### src/rtl/scan_seq_pkg.sv
package scan_seq_pkg;
  typedef enum logic [1:0] {
    ST_IDLE  = 2'd0,
    ST_SHIFT = 2'd1,
    ST_CAPT  = 2'd2,
    ST_DONE  = 2'd3
  } seq_state_e;
endpackage

### src/rtl/scan_seq_ctrl.sv
module scan_seq_ctrl
  import scan_seq_pkg::*;
#(
  parameter int MAX_LEN = 6,
  parameter int PAT_W   = 4
) (
  input  logic             clk,
  input  logic             rst_n,
  input  logic             start,
  input  logic [PAT_W-1:0] num_patterns,
  input  logic             s_valid,
  output seq_state_e       state,
  output logic             start_ok,
  output logic             shift_fire,
  output logic             cmp_en,
  output logic             busy,
  output logic             done
);
  localparam int BIT_W = (MAX_LEN > 1) ? $clog2(MAX_LEN) : 1;
  localparam logic [BIT_W-1:0] LAST_BIT = BIT_W'(MAX_LEN - 1);

  seq_state_e       state_q, state_d;
  logic [BIT_W-1:0] bit_cnt;
  logic [PAT_W-1:0] phase_cnt;
  logic [PAT_W-1:0] pat_total;
  logic             last_beat;

  assign state      = state_q;
  assign start_ok   = start && ((state_q == ST_IDLE) || (state_q == ST_DONE));
  assign shift_fire = (state_q == ST_SHIFT) && s_valid;
  assign last_beat  = shift_fire && (bit_cnt == LAST_BIT);
  assign cmp_en     = (phase_cnt != '0);
  assign busy       = (state_q == ST_SHIFT) || (state_q == ST_CAPT);
  assign done       = (state_q == ST_DONE);

  always_comb begin
    state_d = state_q;
    unique case (state_q)
      ST_IDLE:  if (start_ok) state_d = ST_SHIFT;
      ST_SHIFT: if (last_beat) state_d = (phase_cnt == pat_total) ? ST_DONE : ST_CAPT;
      ST_CAPT:  state_d = ST_SHIFT;
      ST_DONE:  state_d = start_ok ? ST_SHIFT : ST_IDLE;
      default:  state_d = ST_IDLE;
    endcase
  end

  always_ff @(posedge clk or negedge rst_n) begin
    if (!rst_n) begin
      state_q   <= ST_IDLE;
      bit_cnt   <= '0;
      phase_cnt <= '0;
      pat_total <= '0;
    end else begin
      state_q <= state_d;
      if (start_ok) begin
        bit_cnt   <= '0;
        phase_cnt <= '0;
        pat_total <= num_patterns;
      end else begin
        if (shift_fire) bit_cnt <= last_beat ? '0 : bit_cnt + 1'b1;
        if (state_q == ST_CAPT) phase_cnt <= phase_cnt + 1'b1;
      end
    end
  end
endmodule

### src/rtl/scan_seq_drive.sv
module scan_seq_drive
  import scan_seq_pkg::*;
#(
  parameter int NUM_CHAINS = 4
) (
  input  seq_state_e            state,
  input  logic                  s_valid,
  input  logic [NUM_CHAINS-1:0] s_stim,
  output logic                  scan_en,
  output logic                  chain_ce,
  output logic                  s_ready,
  output logic [NUM_CHAINS-1:0] chain_si
);
  always_comb begin
    scan_en  = 1'b0;
    chain_ce = 1'b1;
    s_ready  = 1'b0;
    chain_si = '0;
    if (state == ST_SHIFT) begin
      scan_en  = 1'b1;
      s_ready  = 1'b1;
      chain_ce = s_valid;
      chain_si = s_stim;
    end
  end
endmodule

### src/rtl/scan_seq_cmp.sv
module scan_seq_cmp #(
  parameter int NUM_CHAINS = 4
) (
  input  logic                  clk,
  input  logic                  rst_n,
  input  logic                  clear,
  input  logic                  fire,
  input  logic [NUM_CHAINS-1:0] so,
  input  logic [NUM_CHAINS-1:0] expect_bits,
  input  logic [NUM_CHAINS-1:0] care,
  output logic                  mismatch,
  output logic [NUM_CHAINS-1:0] fail_map
);
  logic [NUM_CHAINS-1:0] hit;

  for (genvar i = 0; i < NUM_CHAINS; i++) begin : g_chain
    assign hit[i] = fire && care[i] && (so[i] != expect_bits[i]);

    always_ff @(posedge clk or negedge rst_n) begin
      if (!rst_n)      fail_map[i] <= 1'b0;
      else if (clear)  fail_map[i] <= 1'b0;
      else if (hit[i]) fail_map[i] <= 1'b1;
    end
  end

  always_ff @(posedge clk or negedge rst_n) begin
    if (!rst_n)     mismatch <= 1'b0;
    else if (clear) mismatch <= 1'b0;
    else if (|hit)  mismatch <= 1'b1;
  end
endmodule

### src/rtl/scan_test_seq.sv
module scan_test_seq
  import scan_seq_pkg::*;
#(
  parameter int NUM_CHAINS = 4,
  parameter int MAX_LEN    = 6,
  parameter int PAT_W      = 4
) (
  input  logic                  clk,
  input  logic                  rst_n,
  input  logic                  start,
  input  logic [PAT_W-1:0]      num_patterns,
  output logic                  busy,
  output logic                  done,
  input  logic                  s_valid,
  output logic                  s_ready,
  input  logic [NUM_CHAINS-1:0] s_stim,
  input  logic [NUM_CHAINS-1:0] s_expect,
  input  logic [NUM_CHAINS-1:0] s_care,
  output logic                  scan_en,
  output logic                  chain_ce,
  output logic [NUM_CHAINS-1:0] chain_si,
  input  logic [NUM_CHAINS-1:0] chain_so,
  output logic                  mismatch,
  output logic [NUM_CHAINS-1:0] fail_map
);
  seq_state_e state;
  logic       start_ok;
  logic       shift_fire;
  logic       cmp_en;

  scan_seq_ctrl #(.MAX_LEN(MAX_LEN), .PAT_W(PAT_W)) u_ctrl (
    .clk          (clk),
    .rst_n        (rst_n),
    .start        (start),
    .num_patterns (num_patterns),
    .s_valid      (s_valid),
    .state        (state),
    .start_ok     (start_ok),
    .shift_fire   (shift_fire),
    .cmp_en       (cmp_en),
    .busy         (busy),
    .done         (done)
  );

  scan_seq_drive #(.NUM_CHAINS(NUM_CHAINS)) u_drive (
    .state    (state),
    .s_valid  (s_valid),
    .s_stim   (s_stim),
    .scan_en  (scan_en),
    .chain_ce (chain_ce),
    .s_ready  (s_ready),
    .chain_si (chain_si)
  );

  scan_seq_cmp #(.NUM_CHAINS(NUM_CHAINS)) u_cmp (
    .clk         (clk),
    .rst_n       (rst_n),
    .clear       (start_ok),
    .fire        (shift_fire && cmp_en),
    .so          (chain_so),
    .expect_bits (s_expect),
    .care        (s_care),
    .mismatch    (mismatch),
    .fail_map    (fail_map)
  );
endmodule

### config.mk
export PLATFORM = sky130hd
export DESIGN_NAME = scan_test_seq
export DESIGN_NICKNAME = d
export VERILOG_FILES = /design/src/rtl/scan_seq_pkg.sv /design/src/rtl/scan_seq_ctrl.sv /design/src/rtl/scan_seq_drive.sv /design/src/rtl/scan_seq_cmp.sv /design/src/rtl/scan_test_seq.sv
export SDC_FILE = /design/constraint.sdc
export NUM_CORES = 1
export LEC_CHECK = 0
export BUFFER_PORTS_ARGS = -buffer_cell sky130_fd_sc_hd__buf_4
export CAP_MARGIN = 15
export CORE_UTILIZATION = 40
export CTS_CLUSTER_DIAMETER = 150
export DETAILED_ROUTE_END_ITERATION = 16
export PLACE_DENSITY = 0.67
export SLEW_MARGIN = 25
export SYNTH_ARGS = -nofsm -noshare
export SYNTH_HDL_FRONTEND = slang
export SYNTH_SLANG_ARGS = --single-unit
### constraint.sdc
create_clock -name clk -period 2.05 [get_ports clk]
set_input_delay 0 -clock clk [delete_from_list [all_inputs] [get_ports clk]]
set_output_delay 0 -clock clk [all_outputs]
set_load 0.01 [all_outputs]
# Word-level counts from Yosys, hierarchy flattened
# Index checks and enable logic that the tools add are counted.
dict set report totals {
  register_bits 18
  elab_cells 70
  inputBits 24
  out_inout_bits 14
}
dict set report op_classes {
  add_sub_neg 2
  n_reduce_logical 25
  eq_ne 11
  muxes 23
}
# op n
set op_table {}
lappend op_table {{$mux W1} 14}
lappend op_table {{$reduce_bool A2 Y1} 7}
lappend op_table {{$logic_and A1 B1 Y1} 12}
lappend op_table {{$mux W4} 3}
lappend op_table {{$mux W3} 3}
lappend op_table {{$pmux W2 S4} 1}
lappend op_table {{$add A4 B1 Y4 const B} 1}
lappend op_table {{$eq A2 B2 Y1 const B} 2}
lappend op_table {{$eq A4 B4 Y1} 1}
lappend op_table {{$mux W2} 2}
lappend op_table {{$ne A1 B1 Y1} 4}
lappend op_table {{$ne A2 B1 Y1 const B} 2}
lappend op_table {{$reduce_bool A4 Y1} 1}
lappend op_table {{$reduce_or A4 Y1} 1}
lappend op_table {{$add A3 B1 Y3 const B} 1}
lappend op_table {{$eq A3 B3 Y1 const B} 1}
lappend op_table {{$eq A2 B1 Y1 const B} 1}
lappend op_table {{$logic_not A2 Y1} 1}
lappend op_table {{$logic_or A1 B1 Y1} 2}
lappend op_table {{$reduce_and A2 Y1} 1}

# Logic depth before layout (Yosys ltp)
dict set report depth {
  depth_word 8
  ltp_mapped 7
  mapped_depth_nobuf 6
}

# Modules after synthesis
# Synthesis repeated with hierarchy kept, for this count alone.
dict set report unflattened {
  cells_unflattened 102
  hier_area_um2 1044.8
}
# module area_per_inst_um2 seq_area_each_um2 instances cells_per_inst
set by_module_without_submodules {}
lappend by_module_without_submodules {scan_seq_ctrl 749.5 325.3 1 72}
lappend by_module_without_submodules {scan_seq_cmp 226.5 125.1 1 22}
lappend by_module_without_submodules {scan_seq_drive 62.6 0.0 1 7}
lappend by_module_without_submodules {scan_test_seq 6.3 0.0 1 1}

# Least setup slack after synthesis
# OpenSTA, ideal clock, no wires.
dict set report synth_path {
  path_type {register -> register}
  from {reg u_ctrl.state_q[0], in the netlist u_ctrl.state[0]}
  to {reg u_cmp.fail_map[0]}
  setup_slack_ns 0.384
  synth_period_minus_slack_ns 1.666
  stages_incl_launch_ff 7
  arrival_ns 1.534
  path_buffers 2
  path_cell_list {dfrtp_1 inv_1 ha_1 nor2b_1 clkbuf_1 buf_1 nor2_1}
}
dict set report synth_between {
  elab_chain_cells 6
  elab_cells_between_ends 11
}
# item line_no
set synth_rtl {}
lappend synth_rtl {{start, declared} scan_seq_ctrl.sv:22} ;# seq_state_e state_q, state_d;
lappend synth_rtl {{start signal, assigned} scan_seq_ctrl.sv:54} ;# state_q <= state_d;
lappend synth_rtl {{$eq A2 B1 Y1} scan_seq_ctrl.sv:30} ;# assign shift_fire = (state_q == ST_SHIFT) && s_valid;
lappend synth_rtl {{$logic_and A1 B1 Y1} scan_seq_ctrl.sv:30}
lappend synth_rtl {{$logic_and A1 B1 Y1} scan_test_seq.sv:59} ;# .fire (shift_fire && cmp_en),
lappend synth_rtl {{$logic_and A1 B1 Y1 (2 in a row)} scan_seq_cmp.sv:17} ;# assign hit[i] = fire && care[i] && (so[i] != expect_bits[i]);
lappend synth_rtl {{$reduce_bool A2 Y1 (no source line)} n/a}
lappend synth_rtl {{end signal, assigned by index} scan_seq_cmp.sv:20} ;# if (!rst_n) fail_map[i] <= 1'b0;
lappend synth_rtl {{end signal, assigned by index} scan_seq_cmp.sv:21} ;# else if (clear) fail_map[i] <= 1'b0;
lappend synth_rtl {{end signal, assigned by index} scan_seq_cmp.sv:22} ;# else if (hit[i]) fail_map[i] <= 1'b1;
lappend synth_rtl {{end, declared} scan_seq_cmp.sv:12} ;# output logic [NUM_CHAINS-1:0] fail_map
# Several ways; a longest one is shown, not always the timed one.
# A chain may end at the register's enable or synchronous reset.

# Worst setup path in the final report
dict set report layout_path {
  from {reg u_ctrl.state_q[1], in the netlist u_ctrl.state[1]}
  to {reg u_cmp.mismatch}
}
dict set report layout_between {
  elab_chain_cells 7
  elab_cells_between_ends 18
}
# item line_no
set layout_rtl {}
lappend layout_rtl {{$eq A2 B1 Y1} scan_seq_ctrl.sv:30}
lappend layout_rtl {{$logic_and A1 B1 Y1} scan_seq_ctrl.sv:30}
lappend layout_rtl {{$logic_and A1 B1 Y1} scan_test_seq.sv:59}
lappend layout_rtl {{$logic_and A1 B1 Y1 (2 in a row)} scan_seq_cmp.sv:17}
lappend layout_rtl {{$reduce_or A4 Y1} scan_seq_cmp.sv:29} ;# else if (|hit) mismatch <= 1'b1;
lappend layout_rtl {{$reduce_bool A2 Y1 (no source line)} n/a}
lappend layout_rtl {{end signal, assigned} scan_seq_cmp.sv:27} ;# if (!rst_n) mismatch <= 1'b0;
lappend layout_rtl {{end signal, assigned} scan_seq_cmp.sv:28} ;# else if (clear) mismatch <= 1'b0;
lappend layout_rtl {{end signal, assigned} scan_seq_cmp.sv:29}
lappend layout_rtl {{end, declared} scan_seq_cmp.sv:11} ;# output logic mismatch,
# Several ways; a longest one is shown, not always the timed one.

==> flow_summary.toml <==
[timing]
finalHoldViolCount = 0
clock_skew_ns = 0.0113
period_needed_ns = 1.69
post-route-period-util = 0.827
drv_slew = 0
max_freq_mhz = 590
rsz0062_at_grt = "no"
max_slew_margin = 0.731
finalSetupViolations = 0
worstMarginPinSlew_ns = 0.404
setup_tns_ns = 0
whs_ns = 0.0788

[finish]
final_cell_mix = "buf_4, dfrtp_1, nor2_1"
nFillCells = 207
nets = 186
final_common_cell = "buf_4"
drive_above_1_share = 0.309
syn_to_final_growth_pct = 44.3

[detailed_routing]
viasPerCell = 4.90
drc = 0
route.detailed.wl_per_inst_um = 12.1
routed_wirelength_um = 2190
ant_nets = 0
drt_iter0_drc = 11
first_pass_iters = 4
vias = 886

[global_routing]
grt_pass1_vias = 819
track_usage = 0.178
grt_max_degree = 19
grt_first_pass_wirelength_um = 3530
grt_antenna_before_repair = 0
grt-ovfl-total = 0

[setup_path]
required_ns = 2.28
path_max_fanout = 6
path_common_cell = "a21oi_1"
slowest_stage = "dfrtp_1"
path_buf_inv = 1
crit_path_end_kind = "register"
timing.critical_path.max_delay_family = "compound AO/OA/AOI/OAI gates"
worstPathCellList = "inv_1 -> ha_1 -> nand2_1 -> a21oi_1 -> o21ai_0 -> a21oi_1"
cp.arrival_ns = 1.93
critPathKind = "reg -> reg"
cp-start-kind = "register"
cpPeakStageDelay_ns = 0.42

[place]
dp_hpwl_um = 1660
gp_congestion = 0.749
numPortBuffers = 37

[die]
pin_count = 38
die-width_um = 52.2
die-area_mm2 = 0.00273
initial_core_util = 0.439
dieHeight_um = 52.2
row_count = 17
coreArea_mm2 = 0.00230

[clock_network]
h-tree-depth = 1
post_cts_buffers = 0
post_cts_resized = 0
clock_latency_ns = 0.30
cts_root_buf = "clkbuf_4"
cts_buffers = 3
clk_pin_slew_ns = 0.11
cts_num_sinks = 18
cts_tree = "built"
cts.path.max_buffers = 2

[logic_synthesis]
yosysWarnings = 0
yosysTopAreaCell = "dfrtp_1"
seq_area_frac_synth = 0.447
syn_area_per_cell_um2 = 9.79
yosysUniqueCellTypes = 28
synth_nets = 136
synth_top_area_frac = 0.447
synth_cells = 103
synth_area_leaders = "dfrtp_1, ha_1, nor2_1"
ys_ff_latch = 18
syn_area_mm2 = 0.00101

[worst_hold_path]
hp-class = "in -> reg"

[outcome]
outcome = "completed"

[job]
cap_violations = 0

[power]
power.total_mw = 1.67
cellLeakagePower_nw = 0.719
vdd_drop_max_v = 0.000670
power_density_mw_per_mm2 = 1150
-- cells in the mapped netlist, drive strengths merged --
| library cell | n |
|---|---|
| a211oi | 2 |
| a21oi | 7 |
| a222oi | 1 |
| a22o | 2 |
| a31oi | 5 |
| and2 | 4 |
| buf | 3 |
| clkbuf | 1 |
| dfrtp | 18 |
| ha | 9 |
| inv | 8 |
| mux2 | 3 |
| mux2i | 1 |
| nand2 | 4 |
| nand2b | 1 |
| nand3 | 1 |
| nand4 | 1 |
| nand4b | 1 |
| nor2 | 14 |
| nor2b | 2 |
| o21ai | 5 |
| o22ai | 1 |
| or4b | 1 |
| xnor2 | 2 |
| xor2 | 6 |
-- registers in the layout (all words and copies together), names as in the netlist --
name / count
u_ctrl.state: 2
u_ctrl.pat_total: 4
u_ctrl.bit_cnt: 3
u_ctrl.phase_cnt: 4
u_cmp.mismatch: 1
u_cmp.fail_map: 4
-- repair_timing --
action                                  4_1_cts  5_1_grt
hold buffers                                 10        0
hold endpoints to repair                     27        0
endpoints found under the setup margin        0        0
-- tightest hold or removal path, stage by stage --
cell and delay, ns:
buf_4 0.08, xor2_1 0.07, a31oi_1 0.16, nor2_1 0.05
-- layout make-up --
cell class	count	area (µm²)	area share
Antenna cell	1	2.50	0.00172
Clock buffer	4	36.3	0.0249
Inverter	8	30.0	0.0206
Multi-Input combinational cell	73	508	0.349
Sequential cell	18	450	0.310
Tap cell	28	35.0	0.0241
Timing Repair Buffer	49	393	0.270
-- path summary, 6_finish.rpt --
| kind | from | endpoint | slack (ns) | depth (start not counted) |
|---|---|---|---|---|
| min reg2reg | u_cmp.fail_map[2] | u_cmp.fail_map[2] | 0.53 | 2 |
| min | chain_so[2] | u_cmp.fail_map[2] | 0.08 | 4 |
| max in group asynchronous | rst_n | u_ctrl.pat_total[3] | 1.76 | 2 |
| max | u_ctrl.state[1] | u_cmp.mismatch | 0.36 | 6 |
| min in group asynchronous | rst_n | u_cmp.fail_map[2] | 0.09 | 2 |
| max reg2reg | u_ctrl.state[1] | u_cmp.mismatch | 0.36 | 6 |
-- power by group --
group / internal (mW) / leakage, nW / switching [mW]
clock: 0.108 / 0.0210 / 0.109
sequential: 0.483 / 0.234 / 0.105
combinational: 0.434 / 0.463 / 0.429
total: 1.03 / 0.719 / 0.643
-- through the flow --
step	utilization	instances	area, µm²	worst slack, ns
after detailed placement	0.573	166	1320	0.423
final	0.633	181	1460	0.355
after CTS	0.632	180	1450	0.391
after global routing	0.632	180	1450	0.193
after floorplan	-	103	1010	0.384
after global placement	0.573	166	1320	0.470
-- logic make-up after synthesis --
logic type      Yosys count  synth area share
flops                    18             0.447
compound gates           23             0.139
fa+ha+maj                 9             0.112
simple gates             29             0.140
buf+inv                  12            0.0496
xor+xnor                  8            0.0695
mux                       4            0.0434
-- metal layers --
metal | wire length, µm | GRT usage | up-vias
met3 | 72 | 0.0435 | 2
li1 | - | - | 449
met1 | 954 | 0.210 | 417
met5 | 0 | 0 | -
met4 | 16 | 0.0658 | 0
met2 | 1150 | 0.310 | 18
(Power assumes the default switching activity.)
